### config.mk
export PLATFORM = sky130hd
export DESIGN_NAME = dac_frontend
export DESIGN_NICKNAME = d
export VERILOG_FILES = /design/src/rtl/dac_fe_pkg.sv /design/src/rtl/dac_fe_regs.sv /design/src/rtl/dac_fe_trigger.sv /design/src/rtl/dac_fe_align.sv /design/src/rtl/dac_frontend.sv
export SDC_FILE = /design/constraint.sdc
export NUM_CORES = 1
export LEC_CHECK = 0
export BUFFER_PORTS_ARGS = -buffer_cell sky130_fd_sc_hd__buf_4
export CAP_MARGIN = 20
export CORE_MARGIN = 3
export CORE_UTILIZATION = 25
export CTS_CLUSTER_SIZE = 24
export DETAILED_ROUTE_END_ITERATION = 8
export PLACE_DENSITY = 0.44
export SLEW_MARGIN = 15
export SYNTH_ARGS = -nofsm -noshare
export SYNTH_HDL_FRONTEND = slang
export SYNTH_SLANG_ARGS = --single-unit
export TNS_END_PERCENT = 100
### constraint.sdc
create_clock -name clk -period 2.91 [get_ports clk]
set_input_delay 0 -clock clk [delete_from_list [all_inputs] [get_ports clk]]
set_output_delay 0 -clock clk [all_outputs]
set_load 0.1 [all_outputs]
### src/rtl/dac_fe_pkg.sv
// Shared definitions for the DAC front-end: register addresses and update modes.
package dac_fe_pkg;

    localparam logic [1:0] ADDR_LO   = 2'd0;
    localparam logic [1:0] ADDR_HI   = 2'd1;
    localparam logic [1:0] ADDR_CTRL = 2'd2;

    localparam int CTRL_W = 5;

    typedef enum logic [1:0] {
        UPD_ON_WRITE = 2'b00,
        UPD_SRC1     = 2'b01,
        UPD_SRC2     = 2'b10,
        UPD_SRC3     = 2'b11
    } upd_mode_e;

endpackage

### src/rtl/dac_fe_regs.sv
// Holding registers (low byte, high byte, control) with read mux.
// Assumes single-byte writes; exposes next-state values so a same-cycle
// write can be folded into a commit.
module dac_fe_regs
    import dac_fe_pkg::*;
#(
    parameter int BYTE_W = 8
) (
    input  logic                clk,
    input  logic                rst_n,
    input  logic                wr,
    input  logic [1:0]          addr,
    input  logic [BYTE_W-1:0]   wdata,
    output logic [BYTE_W-1:0]   rdata,
    output logic [BYTE_W-1:0]   lo_q,
    output logic [BYTE_W-1:0]   hi_q,
    output logic [CTRL_W-1:0]   ctrl_q,
    output logic [BYTE_W-1:0]   lo_nx,
    output logic [BYTE_W-1:0]   hi_nx
);

    // Next-state values of the data bytes, including this cycle's write.
    always_comb begin
        lo_nx = (wr && addr == ADDR_LO) ? wdata : lo_q;
        hi_nx = (wr && addr == ADDR_HI) ? wdata : hi_q;
    end

    // Register update with synchronous active-low reset.
    always_ff @(posedge clk) begin
        if (!rst_n) begin
            lo_q   <= '0;
            hi_q   <= '0;
            ctrl_q <= '0;
        end else begin
            lo_q <= lo_nx;
            hi_q <= hi_nx;
            if (wr && addr == ADDR_CTRL)
                ctrl_q <= wdata[CTRL_W-1:0];
        end
    end

    // Side-effect-free read mux.
    always_comb begin
        rdata = '0;
        case (addr)
            ADDR_LO:   rdata = lo_q;
            ADDR_HI:   rdata = hi_q;
            ADDR_CTRL: rdata[CTRL_W-1:0] = ctrl_q;
            default:   rdata = '0;
        endcase
    end

endmodule

### src/rtl/dac_fe_trigger.sv
// Commit-event selection: a high-byte write in mode 00, otherwise the
// overflow pulse picked by the mode. Assumes pulses last one cycle.
module dac_fe_trigger
    import dac_fe_pkg::*;
(
    input  upd_mode_e   mode,
    input  logic        hi_write,
    input  logic [2:0]  ovf,
    output logic        commit
);

    // Pick the trigger source for the current mode.
    always_comb begin
        unique case (mode)
            UPD_ON_WRITE: commit = hi_write;
            UPD_SRC1:     commit = ovf[0];
            UPD_SRC2:     commit = ovf[1];
            UPD_SRC3:     commit = ovf[2];
            default:      commit = 1'b0;
        endcase
    end

endmodule

### src/rtl/dac_fe_align.sv
// Justification: selects a DAC_W-bit window of the 2*BYTE_W pair.
// Codes 0..3 shift right by the code (clamped), codes with bit 2 set use
// the widest shift. Assumes DAC_W <= 2*BYTE_W.
module dac_fe_align #(
    parameter int BYTE_W = 8,
    parameter int DAC_W  = 12
) (
    input  logic [2*BYTE_W-1:0] word,
    input  logic [2:0]          code,
    output logic [DAC_W-1:0]    value
);

    localparam int MAXSH = 2 * BYTE_W - DAC_W;

    logic [DAC_W-1:0] cand [MAXSH+1];

    // One candidate window per possible shift.
    for (genvar s = 0; s <= MAXSH; s++) begin : g_win
        assign cand[s] = word[s +: DAC_W];
    end

    // Map the code to a shift and select that window.
    always_comb begin
        int sh;
        sh = code[2] ? MAXSH : int'(code[1:0]);
        if (sh > MAXSH)
            sh = MAXSH;
        value = cand[sh];
    end

endmodule

### src/rtl/dac_frontend.sv
// DAC register front-end: holding registers, commit selection, justification
// and the converter input latch. Synchronous active-low reset.
module dac_frontend
    import dac_fe_pkg::*;
#(
    parameter int BYTE_W = 8,
    parameter int DAC_W  = 12
) (
    input  logic               clk,
    input  logic               rst_n,
    input  logic               bus_wr,
    input  logic [1:0]         bus_addr,
    input  logic [BYTE_W-1:0]  bus_wdata,
    output logic [BYTE_W-1:0]  bus_rdata,
    input  logic               ovf_sel1,
    input  logic               ovf_sel2,
    input  logic               ovf_sel3,
    output logic [DAC_W-1:0]   dac_code
);

    logic [BYTE_W-1:0] lo_q, hi_q, lo_nx, hi_nx;
    logic [CTRL_W-1:0] ctrl_q;
    logic              commit;
    logic [DAC_W-1:0]  aligned;
    upd_mode_e         mode;

    assign mode = upd_mode_e'(ctrl_q[4:3]);

    dac_fe_regs #(.BYTE_W(BYTE_W)) u_regs (
        .clk    (clk),
        .rst_n  (rst_n),
        .wr     (bus_wr),
        .addr   (bus_addr),
        .wdata  (bus_wdata),
        .rdata  (bus_rdata),
        .lo_q   (lo_q),
        .hi_q   (hi_q),
        .ctrl_q (ctrl_q),
        .lo_nx  (lo_nx),
        .hi_nx  (hi_nx)
    );

    dac_fe_trigger u_trig (
        .mode     (mode),
        .hi_write (bus_wr && bus_addr == ADDR_HI),
        .ovf      ({ovf_sel3, ovf_sel2, ovf_sel1}),
        .commit   (commit)
    );

    dac_fe_align #(.BYTE_W(BYTE_W), .DAC_W(DAC_W)) u_align (
        .word  ({hi_nx, lo_nx}),
        .code  (ctrl_q[2:0]),
        .value (aligned)
    );

    // Converter input latch: loads the justified word on a commit event.
    always_ff @(posedge clk) begin
        if (!rst_n)
            dac_code <= '0;
        else if (commit)
            dac_code <= aligned;
    end

endmodule

==> flow_summary.toml, run 1 <==
[outcome]
status = "finished, final reports clean"

[timing]
period_minus_slack_ns = 2.03
rsz0062_at_grt = "no"
hold_slack_ns = 0.0115
setup_viol = 0
drv_slew = 0
hold_viol = 0
max_freq_ghz = 0.493
worstMarginPinSlew_ns = 1.09
period_share_pct = 69.8
finalSetupTns_ns = 0
worst_clock_skew_ns = 0.00470
slew_headroom_pct = 27.5

[cts]
htreeDepth = 2
ctsRootBufferMaster = "clkbuf_8"
cts_max_path_buffers = 2
cts.sink_count = 33
clk-insertion-delay-late_ns = 0.29
clk_pin_slew_ns = 0.07
numCtsBuffers = 5
cts_tree = "done"
cts_setup_buffers = 0

[route]
drt-total-wl_mm = 6.87
drt-wirelength-per-cell_um = 19.2
dr.pass1.iters = 4
post-route-drc-count = 0
dr.first_iter.drc_count = 161
num_vias = 1963
antenna_left = 0
via_per_inst = 5.48

[grt]
grt_max_degree = 20
track_usage_pct = 14.8
grt_pass1_wl_mm = 11.1
grt_pass1_vias = 1994
antenna_found_initial = 0
grt_overflow = 0

[cells_and_area]
fin_cells = 358
drive_gt1_share_pct = 22.7
final_cell_mix = "buf_4 (40), dfxtp_1 (33), mux2i_1 (31)"
seq_area_um2 = 661
design_area_mm2 = 0.00252
multiInputGateArea_mm2 = 0.00132
layout_commonest_cell = "buf_4"
nets = 273
syn_to_final_growth_pct = 21.4
antenna_cells = 0
fill_cells = 837

[place]
numPortBuffers = 35
placed_area_mm2 = 0.00242
post-dp-hpwl_mm = 5.23
gp_congestion = 0.806
place_inst = 349

[logic_synthesis]
netlist_area_mm2 = 0.00208
ys.warnings.count = 0
synthArstFlopShare_pct = 0
synth_top_area_share_pct = 31.8
synth_enable_flop_cells = 0
synthTopCellsByArea = "dfxtp_1 (32%), mux2i_1 (15%), mux4_2 (6.5%)"
synth_seq_cells = 33
syn_nets = 241
synth.distinct_cells = 42
postSynthAreaPerCell_um2 = 9.23
synth-seq-area-share_pct = 31.8
synth_cells = 225
netlist.top_cell.by_area = "dfxtp_1"
synthFlopType = "dfxtp_1"

[power_and_ir_drop]
total_power_mw = 1.07
power.leakage_nw = 1.03
p_per_area_mw_per_mm2 = 424
ir_drop_v = 0.000131

[die]
die_h_um = 97.2
fp.dieArea_mm2 = 0.00944
die_x_um = 97.2
initial_utilization_pct = 26.3
coreArea_mm2 = 0.00789
num_rows = 32
ios = 36

[worst_setup_path]
required_ns = 3.09
crit_type = "reg -> reg"
cp_slowest_cell = "mux4_2"
arrival_ns = 2.22
cp-start-kind = "register"
slowest_delay_ns = 0.57
end_kind = "register"
timing.critical_path.cells = "nor2b_1, mux4_2, or3_1, a32o_1"
path_max_fanout = 11

[flow_run]
drv_cap = 0

[worst_hold_path]
hold_path_class = "in -> reg"
-- per-stage QoR --
stage | util [%] | worst slack (ns)
3_3_place_gp | 30.7 | 0.813
2_1_floorplan | - | 0.0793
3_5_place_dp | 30.7 | 0.820
4_1_cts | 32.0 | 0.862
5_1_grt | 32.0 | 0.677
6_report | 32.0 | 0.880
-- area by class of cell --
type	instances	area share, %
Clock inverter	1	0.198
Timing Repair Buffer	43	13.1
Inverter	4	0.595
Clock buffer	5	2.73
Sequential cell	33	26.2
Tap cell	102	5.06
Multi-Input combinational cell	170	52.1
-- layer usage --
metal / vias to the layer above / track usage (%) / wire length [µm]
met2: 58 / 23.5 / 3260
li1: 933 / - / -
met4: 0 / 5.83 / 156
met5: - / 0 / 0
met1: 959 / 20.0 / 3090
met3: 13 / 2.66 / 363
-- cell families after synthesis --
logic type / Yosys count / share of synthesized area, %
and+or+nand+nor: 69 / 17.7
AOI/OAI and AO/OA: 60 / 22.0
muxes: 41 / 23.6
DFF: 33 / 31.8
buffers and inverters: 22 / 4.88
-- worst max-delay path: cells and delay by family, from the launching register on --
family	cells	cell delay, ns
simple gates	2	0.70
mux	1	0.57
flops	1	0.41
compound gates	1	0.24
-- path summary, 6_finish.rpt --
| path | start | end | slack (ns) | depth (start not counted) |
|---|---|---|---|---|
| max reg2reg | u_regs.ctrl_q[2]$_SDFFE_PN0P_ | dac_code[2]$_SDFFE_PN0P_ | 0.88 | 4 |
| min reg2reg | dac_code[1]$_SDFFE_PN0P_ | dac_code[1]$_SDFFE_PN0P_ | 0.47 | 1 |
| min | bus_wdata[1] | u_regs.lo_q[1]$_SDFF_PN0_ | 0.01 | 3 |
| max | u_regs.ctrl_q[2]$_SDFFE_PN0P_ | dac_code[2]$_SDFFE_PN0P_ | 0.88 | 4 |
-- registers in the layout, summed over array words and instances (netlist names) --
signal / count
dac_code: 12
u_regs.ctrl_q: 5
u_regs.hi_q: 8
u_regs.lo_q: 8
-- what timing repair did --
action,in CTS,in global routing
hold buffers,3,0
hold endpoints to repair,4,0
resized for setup,0,0
-- synth_stat cells (all sizes together), types with 2 or more instances --
| cell | instances |
|---|---|
| a2111oi | 3 |
| a211oi | 7 |
| a21oi | 12 |
| a221oi | 4 |
| a22o | 3 |
| a22oi | 5 |
| a32o | 7 |
| a41oi | 2 |
| and2 | 4 |
| and4b | 5 |
| buf | 7 |
| clkbuf | 11 |
| dfxtp | 33 |
| inv | 4 |
| mux2 | 4 |
| mux2i | 31 |
| mux4 | 6 |
| nand2 | 20 |
| nand2b | 2 |
| nand3b | 3 |
| nor2 | 20 |
| nor2b | 3 |
| nor3 | 2 |
| o21ai | 5 |
| o2bb2ai | 3 |
| o311a | 2 |
| or3 | 3 |
| or4 | 2 |
-- power by group --
group / leakage, nW / internal [mW] / total (mW) / switching, mW
registers: 0.268 / 0.467 / 0.485 / 0.0178
clock network: 0.0399 / 0.157 / 0.325 / 0.168
logic: 0.717 / 0.0886 / 0.259 / 0.171
total: 1.02 / 0.713 / 1.07 / 0.356
(Power assumes the default switching activity.)
==> inputs of run 2 (changes only) <==
Settings changed: ABC_AREA set to 1.
Clock period 2.91 ns to 1.9 ns, I/O delays scaled along.
==> run 2 against run 1 <==
Register-to-register slack worse by 0.42 ns. Count of clock-buffer cells in the layout is 2 higher. Sequential power increased by 57%. Synthesized cell count up 36%. Die area shrank 4.4%. Core utilization grew 0.68 points. Largest power group unchanged. Clock power grew 86%. Power increased by 87%.
==> flow_summary.toml, run 2 <==
[outcome]
status = "finished, final reports clean"

[worst_setup_path]
crit_type = "reg -> reg"
required_ns = 2.13
setup.worst_path.start = "u_regs.ctrl_q[3]$_SDFFE_PN0P_"
reg2regPathDepth = 7
crit_buf_inv = 1
crit_end = "dac_code[5]$_SDFFE_PN0P_"
reg2reg_to = "dac_code[5]$_SDFFE_PN0P_"
rr_startpoint = "u_regs.ctrl_q[3]$_SDFFE_PN0P_"
cp-start-kind = "register"
r2r_slack_ns = 0.46
timing.critical_path.cells = "nand2_1, nand2_1, a21oi_1, a21oi_4, buf_4, o21ai_1, a21oi_1"
arrival_ns = 1.67
crit_cells = 7
end_kind = "register"
cp_slowest_cell = "a21oi_4"
critPathTopFamily = "compound AO/OA/AOI/OAI gates"
path_max_fanout = 20
slowest_delay_ns = 0.41

[grt]
track_usage_pct = 15.7
grt_pass1_wl_mm = 10.7
grt_max_degree = 21
antenna_found_initial = 0
grt_overflow = 0
grt_pass1_vias = 2090

[cells_and_area]
nets = 358
drive_gt1_share_pct = 19.8
final_util_pct = 32.7
largest_reg_flops = 12
layout_commonest_cell = "nand2_1"
design_area_mm2 = 0.00243
syn_to_final_growth_pct = 22.9
fin_cells = 442
regMostFlops = "dac_code"
final_cell_mix = "nand2_1 (81), nand3_1 (57), buf_4 (42)"
reg_top3 = "dac_code (12), u_regs.hi_q (8), u_regs.lo_q (8)"
antenna_cells = 0

[cts]
cts_setup_buffers = 0
numCtsBuffers = 5
cts_tree = "done"
cts_resized = 0
htreeDepth = 2
clk_pin_slew_ns = 0.07
ctsRootBufferMaster = "clkbuf_8"
cts.sink_count = 33
hold_buffers = 0
clk-insertion-delay-late_ns = 0.29
cts_max_path_buffers = 2

[power_and_ir_drop]
internal_power_mw = 1.23
ir_drop_v = 0.000380
swShare_pct = 38.5
power_frac_comb_pct = 31.4
pwr-share-clk_pct = 30.3
power.leakage_nw = 1.11
seqPwrFrac_pct = 38.3
total_power_mw = 1.99
switching_power_uw = 769
p_per_area_mw_per_mm2 = 820

[timing]
period_minus_slack_ns = 1.44
layout_setup_ws_ns = 0.457
max_freq_ghz = 0.693
finalSetupTns_ns = 0
drv_slew = 0
slew_headroom_pct = 63.0
worstMarginPinSlew_ns = 0.552
period_share_pct = 75.9
setup_viol = 0
rsz0062_at_grt = "no"
hold_slack_ns = 0.00897
hold_viol = 0
worst_clock_skew_ns = 0.00902

[flow_run]
drv_cap = 0

[place]
placed_area_mm2 = 0.00233
place_inst = 434
gp_congestion = 0.935
numPortBuffers = 35
post-dp-hpwl_mm = 5.14
pre_cts_slack_ns = 0.424

[logic_synthesis]
synth_cells = 306
synth_seq_cells = 33
synthTopCellsByArea = "dfxtp_1 (33%), nand2_1 (15%), nand3_1 (14%)"
synthFlopType = "dfxtp_1"
synth_enable_flop_cells = 0
synth_top_area_share_pct = 33.4
synth-seq-area-share_pct = 33.4
netlist_area_mm2 = 0.00198
synthTopCellsByCount = "nand2_1 (81), nand3_1 (57), dfxtp_1 (33)"
postSynthAreaPerCell_um2 = 6.47
netlist.top_cell.by_area = "dfxtp_1"
synth.most_common_cell = "nand2_1"
syn_nets = 322
synthArstFlopShare_pct = 0
ys.warnings.count = 0
synth.distinct_cells = 29

[route]
antenna_left = 0
dr.pass1.iters = 4
via_per_inst = 4.88
num_vias = 2158
drt-total-wl_mm = 6.54
drt-wirelength-per-cell_um = 14.8
post-route-drc-count = 0
dr.first_iter.drc_count = 143

[die]
fp.dieArea_mm2 = 0.00902
coreArea_mm2 = 0.00745
die_x_um = 95.0
num_rows = 31
die_h_um = 95.0
initial_utilization_pct = 26.6
ios = 36

[worst_hold_path]
hold_path_class = "in -> reg"
-- run 2: changes by cell type after synthesis, sizes merged, moves of 5 or more --
cell	before	now
a32o	7	0
a21oi	12	22
nand3	1	62
mux4	6	0
o21ai	5	22
clkbuf	11	4
inv	4	33
a211oi	7	0
a22oi	5	0
mux2i	31	0
and4b	5	0
nand2	20	83
-- run 2: worst min-delay path by stage --
stage                       from                            end  cells past startpoint
global route        bus_wdata[4]  u_regs.ctrl_q[4]$_SDFFE_PN0P_                      3
detailed placement  bus_wdata[4]  u_regs.ctrl_q[4]$_SDFFE_PN0P_                      3
CTS                 bus_wdata[4]  u_regs.ctrl_q[4]$_SDFFE_PN0P_                      3
floorplan                  rst_n      dac_code[10]$_SDFFE_PN0P_                      2
finish              bus_wdata[4]  u_regs.ctrl_q[4]$_SDFFE_PN0P_                      3
global placement    bus_wdata[4]  u_regs.ctrl_q[4]$_SDFFE_PN0P_                      3
-- run 2: tightest hold or removal path, cell delays in order --
cell	delay, ns
buf_4	0.12
nand3_1	0.08
a21oi_1	0.06
-- run 2: metal layers --
| layer | wire [µm] | vias to the layer above | share of wire (%) | GRT usage, % |
|---|---|---|---|---|
| met5 | 0 | - | 0 | 0 |
| met4 | 217 | 0 | 3.3 | 7.69 |
| met3 | 305 | 15 | 4.7 | 3.43 |
| met2 | 2980 | 52 | 46 | 24.6 |
| met1 | 3040 | 1005 | 46 | 20.3 |
| li1 | - | 1086 | - | - |
-- run 2: kinds of logic (layout without fill, tap and decap cells) --
kind of cell | count (synthesis) | count (layout) | share of synthesized area [%]
DFF | 33 | 33 | 33.4
and+or+nand+nor | 172 | 172 | 40.6
buffers and inverters | 50 | 87 | 11.7
AOI/OAI and AO/OA | 51 | 51 | 14.3
-- run 2: cell type report --
cell class | count | area [µm²]
Clock inverter | 1 | 5.00
Inverter | 37 | 144
Multi-Input combinational cell | 223 | 1090
Fill cell | 861 | 5010
Timing Repair Buffer | 42 | 315
Tap cell | 99 | 124
Clock buffer | 7 | 96.3
Sequential cell | 33 | 661
-- run 2: power groups by stage --
| stage | sequential, mW | combinational, mW | clock [mW] |
|---|---|---|---|
| CTS | 0.763 | 0.632 | 0.633 |
| floorplan | 0.953 | 0.298 | 0 |
| global placement | 0.779 | 0.635 | 0 |
| detailed placement | 0.779 | 0.631 | 0 |
| finish | 0.763 | 0.627 | 0.605 |
| global route | 0.768 | 0.680 | 0.652 |
